`src/rtl/dcs_pkg.sv`:
```
package dcs_pkg;
   localparam int REG_W     = 32;
   localparam int LANES     = REG_W / 8;
   localparam int STAT_LANE = 2;
   localparam int STAT_W    = 8;

   // status bit positions (software decodes these)
   localparam int B_DESC_IRQ = 7;
   localparam int B_CAP1     = 6;
   localparam int B_CAP0     = 5;
   localparam int B_DEV_IRQ  = 2;
   localparam int B_BUS_ERR  = 1;
   localparam int B_ACTIVE   = 0;

   // write-one-to-clear flags, indexed 0..N_FLAGS-1
   localparam int N_FLAGS = 3;

   function automatic int flag_pos(input int idx);
      case (idx)
         0:       return B_DESC_IRQ;
         1:       return B_DEV_IRQ;
         default: return B_BUS_ERR;
      endcase
   endfunction

   typedef enum logic [1:0] {
      ACT_HOLD = 2'd0,
      ACT_SET  = 2'd1,
      ACT_CLR  = 2'd2
   } act_op_e;
endpackage

```
`src/rtl/dcs_w1c_flag.sv`:
```
module dcs_w1c_flag (
   input  logic clk,
   input  logic rst_n,
   input  logic set_i,
   input  logic clr_i,
   output logic q_o
);
   // set has priority so that no event is dropped
   always_ff @(posedge clk or negedge rst_n) begin
      if (!rst_n)     q_o <= 1'b0;
      else if (set_i) q_o <= 1'b1;
      else if (clr_i) q_o <= 1'b0;
   end
endmodule

```
`src/rtl/dcs_status_reg.sv`:
```
module dcs_status_reg
   import dcs_pkg::*;
(
   input  logic              clk,
   input  logic              rst_n,
   input  logic              wr_i,
   input  logic [STAT_W-1:0] wdata_i,
   input  logic              ev_desc_irq_i,
   input  logic              ev_dev_frame_i,
   input  logic              dev_irq_dis_i,
   input  logic              ev_abort_i,
   input  logic              ev_start_set_i,
   input  logic              ev_start_clr_i,
   input  logic              ev_eot_i,
   output logic [STAT_W-1:0] stat_o
);
   logic [N_FLAGS-1:0] flag_set;
   logic [N_FLAGS-1:0] flag_clr;
   logic [N_FLAGS-1:0] flag_q;
   logic [1:0]         cap_q;
   logic               act_q;
   act_op_e            act_op;

   assign flag_set[0] = ev_desc_irq_i;
   assign flag_set[1] = ev_dev_frame_i & ~dev_irq_dis_i;
   assign flag_set[2] = ev_abort_i;

   for (genvar i = 0; i < N_FLAGS; i++) begin : g_flag
      localparam int POS = flag_pos(i);
      assign flag_clr[i] = wr_i & wdata_i[POS];
      dcs_w1c_flag u_flag (
         .clk   (clk),
         .rst_n (rst_n),
         .set_i (flag_set[i]),
         .clr_i (flag_clr[i]),
         .q_o   (flag_q[i])
      );
   end

   // software-owned capability bits
   always_ff @(posedge clk or negedge rst_n) begin
      if (!rst_n)    cap_q <= 2'b00;
      else if (wr_i) cap_q <= {wdata_i[B_CAP1], wdata_i[B_CAP0]};
   end

   // activity bit: start clear > start set > end of table
   always_comb begin
      if (ev_start_clr_i)      act_op = ACT_CLR;
      else if (ev_start_set_i) act_op = ACT_SET;
      else if (ev_eot_i)       act_op = ACT_CLR;
      else                     act_op = ACT_HOLD;
   end

   always_ff @(posedge clk or negedge rst_n) begin
      if (!rst_n) act_q <= 1'b0;
      else begin
         case (act_op)
            ACT_SET: act_q <= 1'b1;
            ACT_CLR: act_q <= 1'b0;
            default: act_q <= act_q;
         endcase
      end
   end

   always_comb begin
      stat_o             = '0;
      stat_o[B_DESC_IRQ] = flag_q[0];
      stat_o[B_DEV_IRQ]  = flag_q[1];
      stat_o[B_BUS_ERR]  = flag_q[2];
      stat_o[B_CAP1]     = cap_q[1];
      stat_o[B_CAP0]     = cap_q[0];
      stat_o[B_ACTIVE]   = act_q;
   end
endmodule

```
`src/rtl/dcs_desc_ptr.sv`:
```
module dcs_desc_ptr
   import dcs_pkg::*;
#(
   parameter int W          = REG_W,
   parameter bit RESET_ZERO = 1'b1,
   localparam int NL        = W / 8
) (
   input  logic          clk,
   input  logic          rst_n,
   input  logic          wr_i,
   input  logic [NL-1:0] be_i,
   input  logic [W-1:0]  wdata_i,
   output logic [W-1:0]  ptr_o
);
   for (genvar l = 0; l < NL; l++) begin : g_lane
      localparam logic [7:0] MASK = (l == 0) ? 8'hFC : 8'hFF;
      logic [7:0] lane_q;
      logic       lane_we;
      assign lane_we = wr_i & be_i[l];

      if (RESET_ZERO) begin : g_rst
         always_ff @(posedge clk or negedge rst_n) begin
            if (!rst_n)       lane_q <= 8'h00;
            else if (lane_we) lane_q <= wdata_i[l*8 +: 8] & MASK;
         end
      end else begin : g_norst
         always_ff @(posedge clk) begin
            if (lane_we) lane_q <= wdata_i[l*8 +: 8] & MASK;
         end
      end

      assign ptr_o[l*8 +: 8] = lane_q;
   end
endmodule

```
`src/rtl/dma_chan_status_regs.sv`:
```
module dma_chan_status_regs
   import dcs_pkg::*;
#(
   parameter int ADDR_W         = 4,
   parameter int STAT_DWORD     = 0,
   parameter int PTR_DWORD      = 1,
   parameter bit PTR_RESET_ZERO = 1'b1
) (
   input  logic              clk,
   input  logic              rst_n,
   input  logic [ADDR_W-1:0] reg_addr,
   input  logic              reg_wr,
   input  logic [LANES-1:0]  reg_be,
   input  logic [REG_W-1:0]  reg_wdata,
   output logic [REG_W-1:0]  reg_rdata,
   input  logic              ev_desc_irq,
   input  logic              ev_eot,
   input  logic              ev_bus_abort,
   input  logic              ev_dev_irq_frame,
   input  logic              dev_irq_disable,
   input  logic              ev_start_set,
   input  logic              ev_start_clr,
   output logic [STAT_W-1:0] status_o,
   output logic [REG_W-1:0]  desc_ptr_o,
   output logic              irq_o
);
   localparam int DW_BITS = ADDR_W - 2;
   localparam int N_DW    = 1 << DW_BITS;

   if (ADDR_W < 3) begin : g_chk_aw
      $error("ADDR_W must leave room for at least two dwords");
   end
   if (STAT_DWORD == PTR_DWORD) begin : g_chk_dist
      $error("status and pointer dwords must differ");
   end
   if (STAT_DWORD >= N_DW || PTR_DWORD >= N_DW) begin : g_chk_rng
      $error("register dword outside the window");
   end

   logic [DW_BITS-1:0] dw_idx;
   logic               hit_stat;
   logic               hit_ptr;
   logic               stat_wr;
   logic [STAT_W-1:0]  stat_q;
   logic [REG_W-1:0]   ptr_q;

   assign dw_idx   = reg_addr[ADDR_W-1:2];
   assign hit_stat = (dw_idx == DW_BITS'(STAT_DWORD));
   assign hit_ptr  = (dw_idx == DW_BITS'(PTR_DWORD));
   assign stat_wr  = reg_wr & hit_stat & reg_be[STAT_LANE];

   dcs_status_reg u_stat (
      .clk            (clk),
      .rst_n          (rst_n),
      .wr_i           (stat_wr),
      .wdata_i        (reg_wdata[STAT_LANE*8 +: 8]),
      .ev_desc_irq_i  (ev_desc_irq),
      .ev_dev_frame_i (ev_dev_irq_frame),
      .dev_irq_dis_i  (dev_irq_disable),
      .ev_abort_i     (ev_bus_abort),
      .ev_start_set_i (ev_start_set),
      .ev_start_clr_i (ev_start_clr),
      .ev_eot_i       (ev_eot),
      .stat_o         (stat_q)
   );

   dcs_desc_ptr #(
      .W          (REG_W),
      .RESET_ZERO (PTR_RESET_ZERO)
   ) u_ptr (
      .clk     (clk),
      .rst_n   (rst_n),
      .wr_i    (reg_wr & hit_ptr),
      .be_i    (reg_be),
      .wdata_i (reg_wdata),
      .ptr_o   (ptr_q)
   );

   always_comb begin
      reg_rdata = '0;
      if (hit_stat)     reg_rdata[STAT_LANE*8 +: 8] = stat_q;
      else if (hit_ptr) reg_rdata = ptr_q;
   end

   assign status_o   = stat_q;
   assign desc_ptr_o = ptr_q;
   assign irq_o      = stat_q[B_DESC_IRQ] | stat_q[B_DEV_IRQ];
endmodule

```
`config.mk`:
```
export PLATFORM = sky130hd
export DESIGN_NAME = dma_chan_status_regs
export DESIGN_NICKNAME = d
export VERILOG_FILES = /design/src/rtl/dcs_pkg.sv /design/src/rtl/dcs_w1c_flag.sv /design/src/rtl/dcs_status_reg.sv /design/src/rtl/dcs_desc_ptr.sv /design/src/rtl/dma_chan_status_regs.sv
export SDC_FILE = /design/constraint.sdc
export NUM_CORES = 1
export LEC_CHECK = 0
export CAP_MARGIN = 10
export CORE_MARGIN = 4
export CORE_UTILIZATION = 35
export CTS_CLUSTER_DIAMETER = 200
export CTS_CLUSTER_SIZE = 28
export DETAILED_ROUTE_END_ITERATION = 12
export DONT_BUFFER_PORTS = 1
export PLACE_DENSITY = 0.46
export SETUP_SLACK_MARGIN = 0.02
export SYNTH_ARGS = -nofsm -noshare
export SYNTH_HDL_FRONTEND = slang
export SYNTH_SLANG_ARGS = --single-unit
```
`constraint.sdc`:
```
create_clock -name clk -period 1.2 [get_ports clk]
set_clock_uncertainty 0.15 [all_clocks]
set_input_delay 0.12 -clock clk [delete_from_list [all_inputs] [get_ports clk]]
set_output_delay 0.12 -clock clk [all_outputs]
set_load 0.02 [all_outputs]
```
==> results of run 1 <==
synth_stat cells:
cell type	count	area, um2
a31oi_1	2	12.5
o221ai_1	1	8.76
nand4b_4	4	95.1
mux2_2	32	360
mux2i_1	7	70.1
and2b_1	1	7.51
and2_1	24	150
buf_4	11	82.6
buf_6	1	11.3
a21o_1	1	7.51
nor2_1	8	30.0
conb_1	1	3.75
buf_2	1	5.00
nand2b_1	2	12.5
inv_1	6	22.5
and4bb_4	1	16.3
dfrtp_1	36	901
or2_2	1	6.26
clkbuf_1	2	7.51
ha_1	1	12.5
area by class of cell:
class / count / area (um2) / area share (%)
Clock buffer: 7 / 96.3 / 3.33
Tap cell: 70 / 87.6 / 3.03
Timing Repair Buffer: 93 / 877 / 30.4
Sequential cell: 36 / 901 / 31.2
Inverter: 6 / 22.5 / 0.780
Clock inverter: 1 / 30.0 / 1.04
Multi-Input combinational cell: 91 / 875 / 30.3
logic make-up after synthesis:
group                    synth area share, %
multiplexers                            23.6
AO/OA/AOI/OAI                           1.58
AND/OR/NAND/NOR                         17.4
adder cells (fa/ha/maj)                0.686
other                                  0.206
buffers and inverters                   7.07
flip-flops                              49.4
metal layers:
layer	vias up	share of wire [%]
met1	678	34
met2	71	57
met4	0	0.38
met5	-	0
met3	2	8.5
li1	647	-
per-stage QoR:
step                      setup WS [ns]  power [mW]  instance area [um2]  instances
after floorplan                  0.0608        2.46                 1840        148
after global placement           0.0991        2.92                 2160        246
after detailed placement         0.0905        2.96                 2160        246
after CTS                        -0.104        4.39                 2810        302
after global routing             -0.187        4.67                 2890        304
final                            -0.126        4.45                 2890        304
power by group through the flow:
stage / sequential (mW) / combinational (mW) / clock [mW]
CTS: 1.63 / 1.59 / 1.18
floorplan: 1.93 / 0.536 / 0
detailed placement: 1.66 / 1.30 / 0
global route: 1.69 / 1.75 / 1.23
finish: 1.65 / 1.66 / 1.14
global placement: 1.63 / 1.28 / 0
sequential cells by signal, indices dropped and copies added (netlist names):
name,flops
u_ptr.g_lane.lane_q,30
u_stat.act_q,1
u_stat.cap_q,2
u_stat.g_flag.u_flag.q_o,3
worst min-delay path, stage by stage:
cell	delay, ns
a21o_1	0.07
ha_1	0.13
mux2i_1	0.07
path summary, 6_finish.rpt:
path	startpoint	endpoint	slack [ns]	cells past startpoint
worst max-delay path	u_ptr.g_lane[2].lane_q[6]	reg_rdata[22]	-0.13	3
worst min-delay path	ev_start_clr	u_stat.act_q	0.004	3
worst max register to register	u_stat.cap_q[1]	u_stat.cap_q[1]	0.05	3
worst min register to register	u_ptr.g_lane[0].lane_q[2]	u_ptr.g_lane[0].lane_q[2]	0.38	1
max in group asynchronous	rst_n	u_ptr.g_lane[2].lane_q[0]	0.56	2
min in group asynchronous	rst_n	u_ptr.g_lane[0].lane_q[5]	0.16	2
timing repair:
action,4_1_cts,5_1_grt
hold endpoints to repair,72,0
setup buffers,8,3
endpoints found under the setup margin,16,38
resized for setup,26,39
hold buffers,40,0
pin swaps,0,5
==> results.py, run 1 <==
metrics = {
    "die": {
        "placementRows": 26,
        "start_util_pct": 35.9,
        "die_w_um": 80.2,
        "core-area_um2": 5070,
        "die_area_um2": 6430,
        "die_y_um": 80.2,
        "pin_count": 123,
    },
    "power": {
        "p_int_mw": 3.06,
        "ir_drop_v": 0.000628,
        "p_per_area_nw_per_um2": 1540,
        "power_frac_clock_pct": 25.7,
        "p_comb_share_pct": 37.3,
        "p_seq_share_pct": 37.0,
        "p_leak_nw": 1.42,
        "switching_share_pct": 31.2,
        "p_sw_mw": 1.39,
    },
    "synth": {
        "syn_area_um2": 1820,
        "yosysUniqueCellTypes": 20,
        "avgSynthCellArea_um2": 12.7,
        "yosysSeqAreaShare_pct": 49.4,
        "synth-warning-count": 0,
        "syn-instance-count": 143,
        "ys_ff_latch": 36,
    },
    "timing": {
        "setup_violations": 9,
        "whs_ns": 0.00441,
        "post-route-min-period_ns": 1.33,
        "rsz0062_at_grt": "yes",
        "drv_slew": 0,
        "finalSetupTns_ns": -0.802,
        "fin_ws_ns": -0.126,
        "hold_viol": 0,
        "fmax_mhz": 754,
        "finalCritPeriodShare_pct": 110,
    },
    "routing": {
        "dr.pass1.iters": 3,
        "vias": 1398,
        "drt_iter0_markers": 24,
        "wl_per_cell_um": 16.5,
        "ant_nets": 0,
        "vias_per_cell": 4.60,
        "drc": 0,
        "wl_um": 5030,
    },
    "global_route": {
        "grt_max_degree": 37,
        "grt_usage_pct": 15.5,
        "met2_usage_pct": 30.5,
        "grt_use_met3_pct": 5.27,
        "grt-ovfl-total": 0,
        "first_global_vias": 1496,
        "grt_pass1_wl_um": 7490,
        "met1_usage_pct": 15.2,
        "busiest_layer": "met2",
        "grt_antenna_before_repair": 0,
    },
    "clocking": {
        "cts_tree": "done",
        "clock_sinks": 36,
        "htree_levels": 2,
        "path_clk_slew_ns": 0.07,
        "clock_path_buffers": 2,
        "clk_latency_ns": 0.28,
        "root_buffer": "clkbuf_8",
        "cts_buffers": 5,
    },
    "critical_path": {
        "cp_slowest_stage_delay_ns": 0.38,
        "cpMaxStageDelayCell": "dfrtp_1",
        "path_buf_inv": 1,
        "start_kind": "flip-flop",
        "critPathKind": "flip-flop to output pin",
        "endpoint_kind": "output pin",
        "crit_required_ns": 0.93,
        "crit_family": "flip-flops",
        "cp_max_fo": 2,
        "arrival_ns": 1.06,
        "crit_chain": "mux2i_1, nor2_1, buf_4",
    },
    "cells_and_area": {
        "n_antenna_cell": 0,
        "layout-drive-gt1-share_pct": 53.0,
        "fin_nets": 284,
        "final_common_cell": "buf_4",
        "nFillCells": 433,
        "final_cell_mix": "39 x buf_4, 36 x dlygate4sd3_1, 36 x dfrtp_1, 32 x mux2_2, 24 x and2_4",
        "utilization_pct": 56.9,
        "area_growth_pct": 58.5,
    },
    "place": {
        "io_buffer_count": 0,
        "dp_hpwl_um": 3330,
        "place_congestion": 0.745,
    },
    "min_path": {
        "worstHoldPathType": "input port to flip-flop",
    },
    "outcome": {
        "violations": "negative setup slack",
        "status": "complete, but fails checks",
    },
    "flow_run": {
        "cap_viol_max_count": 0,
    },
}
Power figures use the tool's default switching activity.
==> inputs of run 2 (changes only) <==
--- a/config.mk
+++ b/config.mk
@@ -5,6 +5,7 @@
 export SDC_FILE = /design/constraint.sdc
 export NUM_CORES = 1
 export LEC_CHECK = 0
+export ABC_CLOCK_PERIOD_IN_PS = 1200
 export CAP_MARGIN = 10
 export CORE_MARGIN = 4
 export CORE_UTILIZATION = 35
@@ -13,6 +14,7 @@
 export DETAILED_ROUTE_END_ITERATION = 12
 export DONT_BUFFER_PORTS = 1
 export PLACE_DENSITY = 0.46
+export REMOVE_ABC_BUFFERS = 1
 export SETUP_SLACK_MARGIN = 0.02
 export SYNTH_ARGS = -nofsm -noshare
 export SYNTH_HDL_FRONTEND = slang
==> results.py, run 2 (synthesized netlist as in run 1, its figures left out) <==
metrics = {
    "timing": {
        "fmax_mhz": 747,
        "post-route-min-period_ns": 1.34,
        "setup_violations": 10,
        "hold_viol": 1,
        "whs_ns": -0.00300,
        "finalCritPeriodShare_pct": 112,
        "drv_slew": 0,
        "fin_ws_ns": -0.140,
        "rsz0062_at_grt": "yes",
    },
    "cells_and_area": {
        "final_cell_mix": "37 x buf_4, 36 x dlygate4sd3_1, 36 x dfrtp_1, 32 x mux2_2, 24 x and2_4",
        "area_growth_pct": 60.1,
        "regMostFlops": "u_ptr.g_lane.lane_q",
        "largest_reg_flops": 30,
        "final_common_cell": "buf_4",
        "finalInstanceArea_um2": 2920,
        "n_antenna_cell": 0,
        "layout-drive-gt1-share_pct": 54.0,
        "fin_nets": 289,
        "reg.largest.list": "u_ptr.g_lane.lane_q (30), u_stat.g_flag.u_flag.q_o (3), u_stat.cap_q (2)",
        "nFillCells": 439,
    },
    "outcome": {
        "violations": "negative hold slack, negative setup slack",
        "status": "complete, but fails checks",
    },
    "die": {
        "start_util_pct": 35.9,
        "die_y_um": 80.2,
        "die_w_um": 80.2,
        "placementRows": 26,
        "pin_count": 123,
        "die_area_um2": 6430,
        "core-area_um2": 5070,
    },
    "routing": {
        "dr.pass1.iters": 4,
        "drc": 0,
        "vias_per_cell": 4.66,
        "wl_per_cell_um": 16.5,
        "drt_iter0_markers": 39,
        "wl_um": 5100,
        "ant_nets": 0,
        "vias": 1441,
    },
    "critical_path": {
        "critPathKind": "flip-flop to output pin",
        "start_kind": "flip-flop",
        "arrival_ns": 1.07,
        "endpoint_kind": "output pin",
        "crit_required_ns": 0.93,
        "cp_max_fo": 2,
    },
    "global_route": {
        "grt_pass1_wl_um": 7400,
        "grt_max_degree": 37,
        "grt_antenna_before_repair": 0,
        "grt_usage_pct": 15.1,
        "first_global_vias": 1526,
        "grt-ovfl-total": 0,
    },
    "place": {
        "place_area_um2": 2160,
        "io_buffer_count": 0,
        "dp_hpwl_um": 3200,
        "pre_cts_ws_ns": 0.0873,
        "place_congestion": 0.659,
    },
    "power": {
        "p_per_area_nw_per_um2": 1450,
        "p_seq_share_pct": 38.9,
        "p_leak_nw": 1.44,
        "p_int_mw": 2.83,
        "p_sw_mw": 1.41,
        "power_frac_clock_pct": 20.6,
        "ir_drop_v": 0.000651,
        "p_comb_share_pct": 40.5,
        "switching_share_pct": 33.3,
    },
    "flow_run": {
        "cap_viol_max_count": 0,
    },
    "clocking": {
        "htree_levels": 2,
        "root_buffer": "clkbuf_8",
        "clock_sinks": 36,
        "cts_tree": "done",
        "clk_latency_ns": 0.28,
        "cts_buffers": 5,
        "clock_path_buffers": 2,
        "path_clk_slew_ns": 0.07,
    },
    "min_path": {
        "worstHoldPathType": "input port to flip-flop",
    },
}
## run 2: repair_timing
| action | CTS | global route |
|---|---|---|
| endpoints found under the hold margin | 72 | 0 |
| buffers inserted | 9 | 6 |
| pin swaps | 0 | 4 |
| gates resized for setup | 23 | 49 |
| endpoints found under the setup margin | 15 | 42 |
| hold buffers | 40 | 0 |
## run 2: area by class of cell
cell class                 count  area (um2)  share of cell area (%)
inverter                       6        22.5                   0.772
clock inverter                 2        10.0                   0.343
clock buffer                   6        82.6                    2.83
multi-input combinational     91         875                    30.0
sequential                    36         901                    30.9
timing repair buffer          98         941                    32.2
tap                           70        87.6                    3.00
## run 2: worst paths after layout
kind | start | cells past startpoint | slack, ns | end
max reg2reg | u_stat.g_flag[1].u_flag.q_o | 5 | 0.01 | u_stat.g_flag[1].u_flag.q_o
min reg2reg | u_ptr.g_lane[1].lane_q[6] | 1 | 0.39 | u_ptr.g_lane[1].lane_q[6]
min in group asynchronous | rst_n | 2 | 0.14 | u_ptr.g_lane[1].lane_q[6]
max | u_ptr.g_lane[2].lane_q[1] | 3 | -0.14 | reg_rdata[17]
max in group asynchronous | rst_n | 2 | 0.58 | u_ptr.g_lane[2].lane_q[5]
min | ev_start_clr | 3 | -0.003 | u_stat.act_q
## run 2: metal layers
layer	GRT usage, %	wire length (um)	vias to the layer above
li1	-	-	655
met1	16.7	1930	711
met2	28.1	2740	73
met3	4.48	413	2
met4	3.72	15	0
met5	0	0	-
## run 2: worst max-delay path, stage by stage, from the launching register on
cell     delay (ns)
dfrtp_1        0.40
mux2i_1        0.17
nor2_1         0.07
buf_4          0.15
## run 2: power by group through the flow
stage / registers (mW) / clock network, mW / logic (mW)
2_1_floorplan: 1.94 / 0 / 0.472
3_3_place_gp: 1.63 / 0 / 1.28
3_5_place_dp: 1.66 / 0 / 1.30
4_1_cts: 1.62 / 0.925 / 1.59
5_1_grt: 1.68 / 0.965 / 1.81
6_report: 1.65 / 0.875 / 1.72
## run 2: per-stage QoR
stage	setup TNS [ns]	instances	total power, mW	utilization, %	hold slack, ns
3_5_place_dp	0	246	2.95	42.5	-0.325
3_3_place_gp	0	246	2.92	42.5	-0.325
5_1_grt	-1.83	309	4.46	57.5	0.00921
4_1_cts	-0.817	303	4.14	54.9	-0.0239
2_1_floorplan	0	133	2.41	-	-0.326
6_report	-1.01	309	4.24	57.5	-0.00300
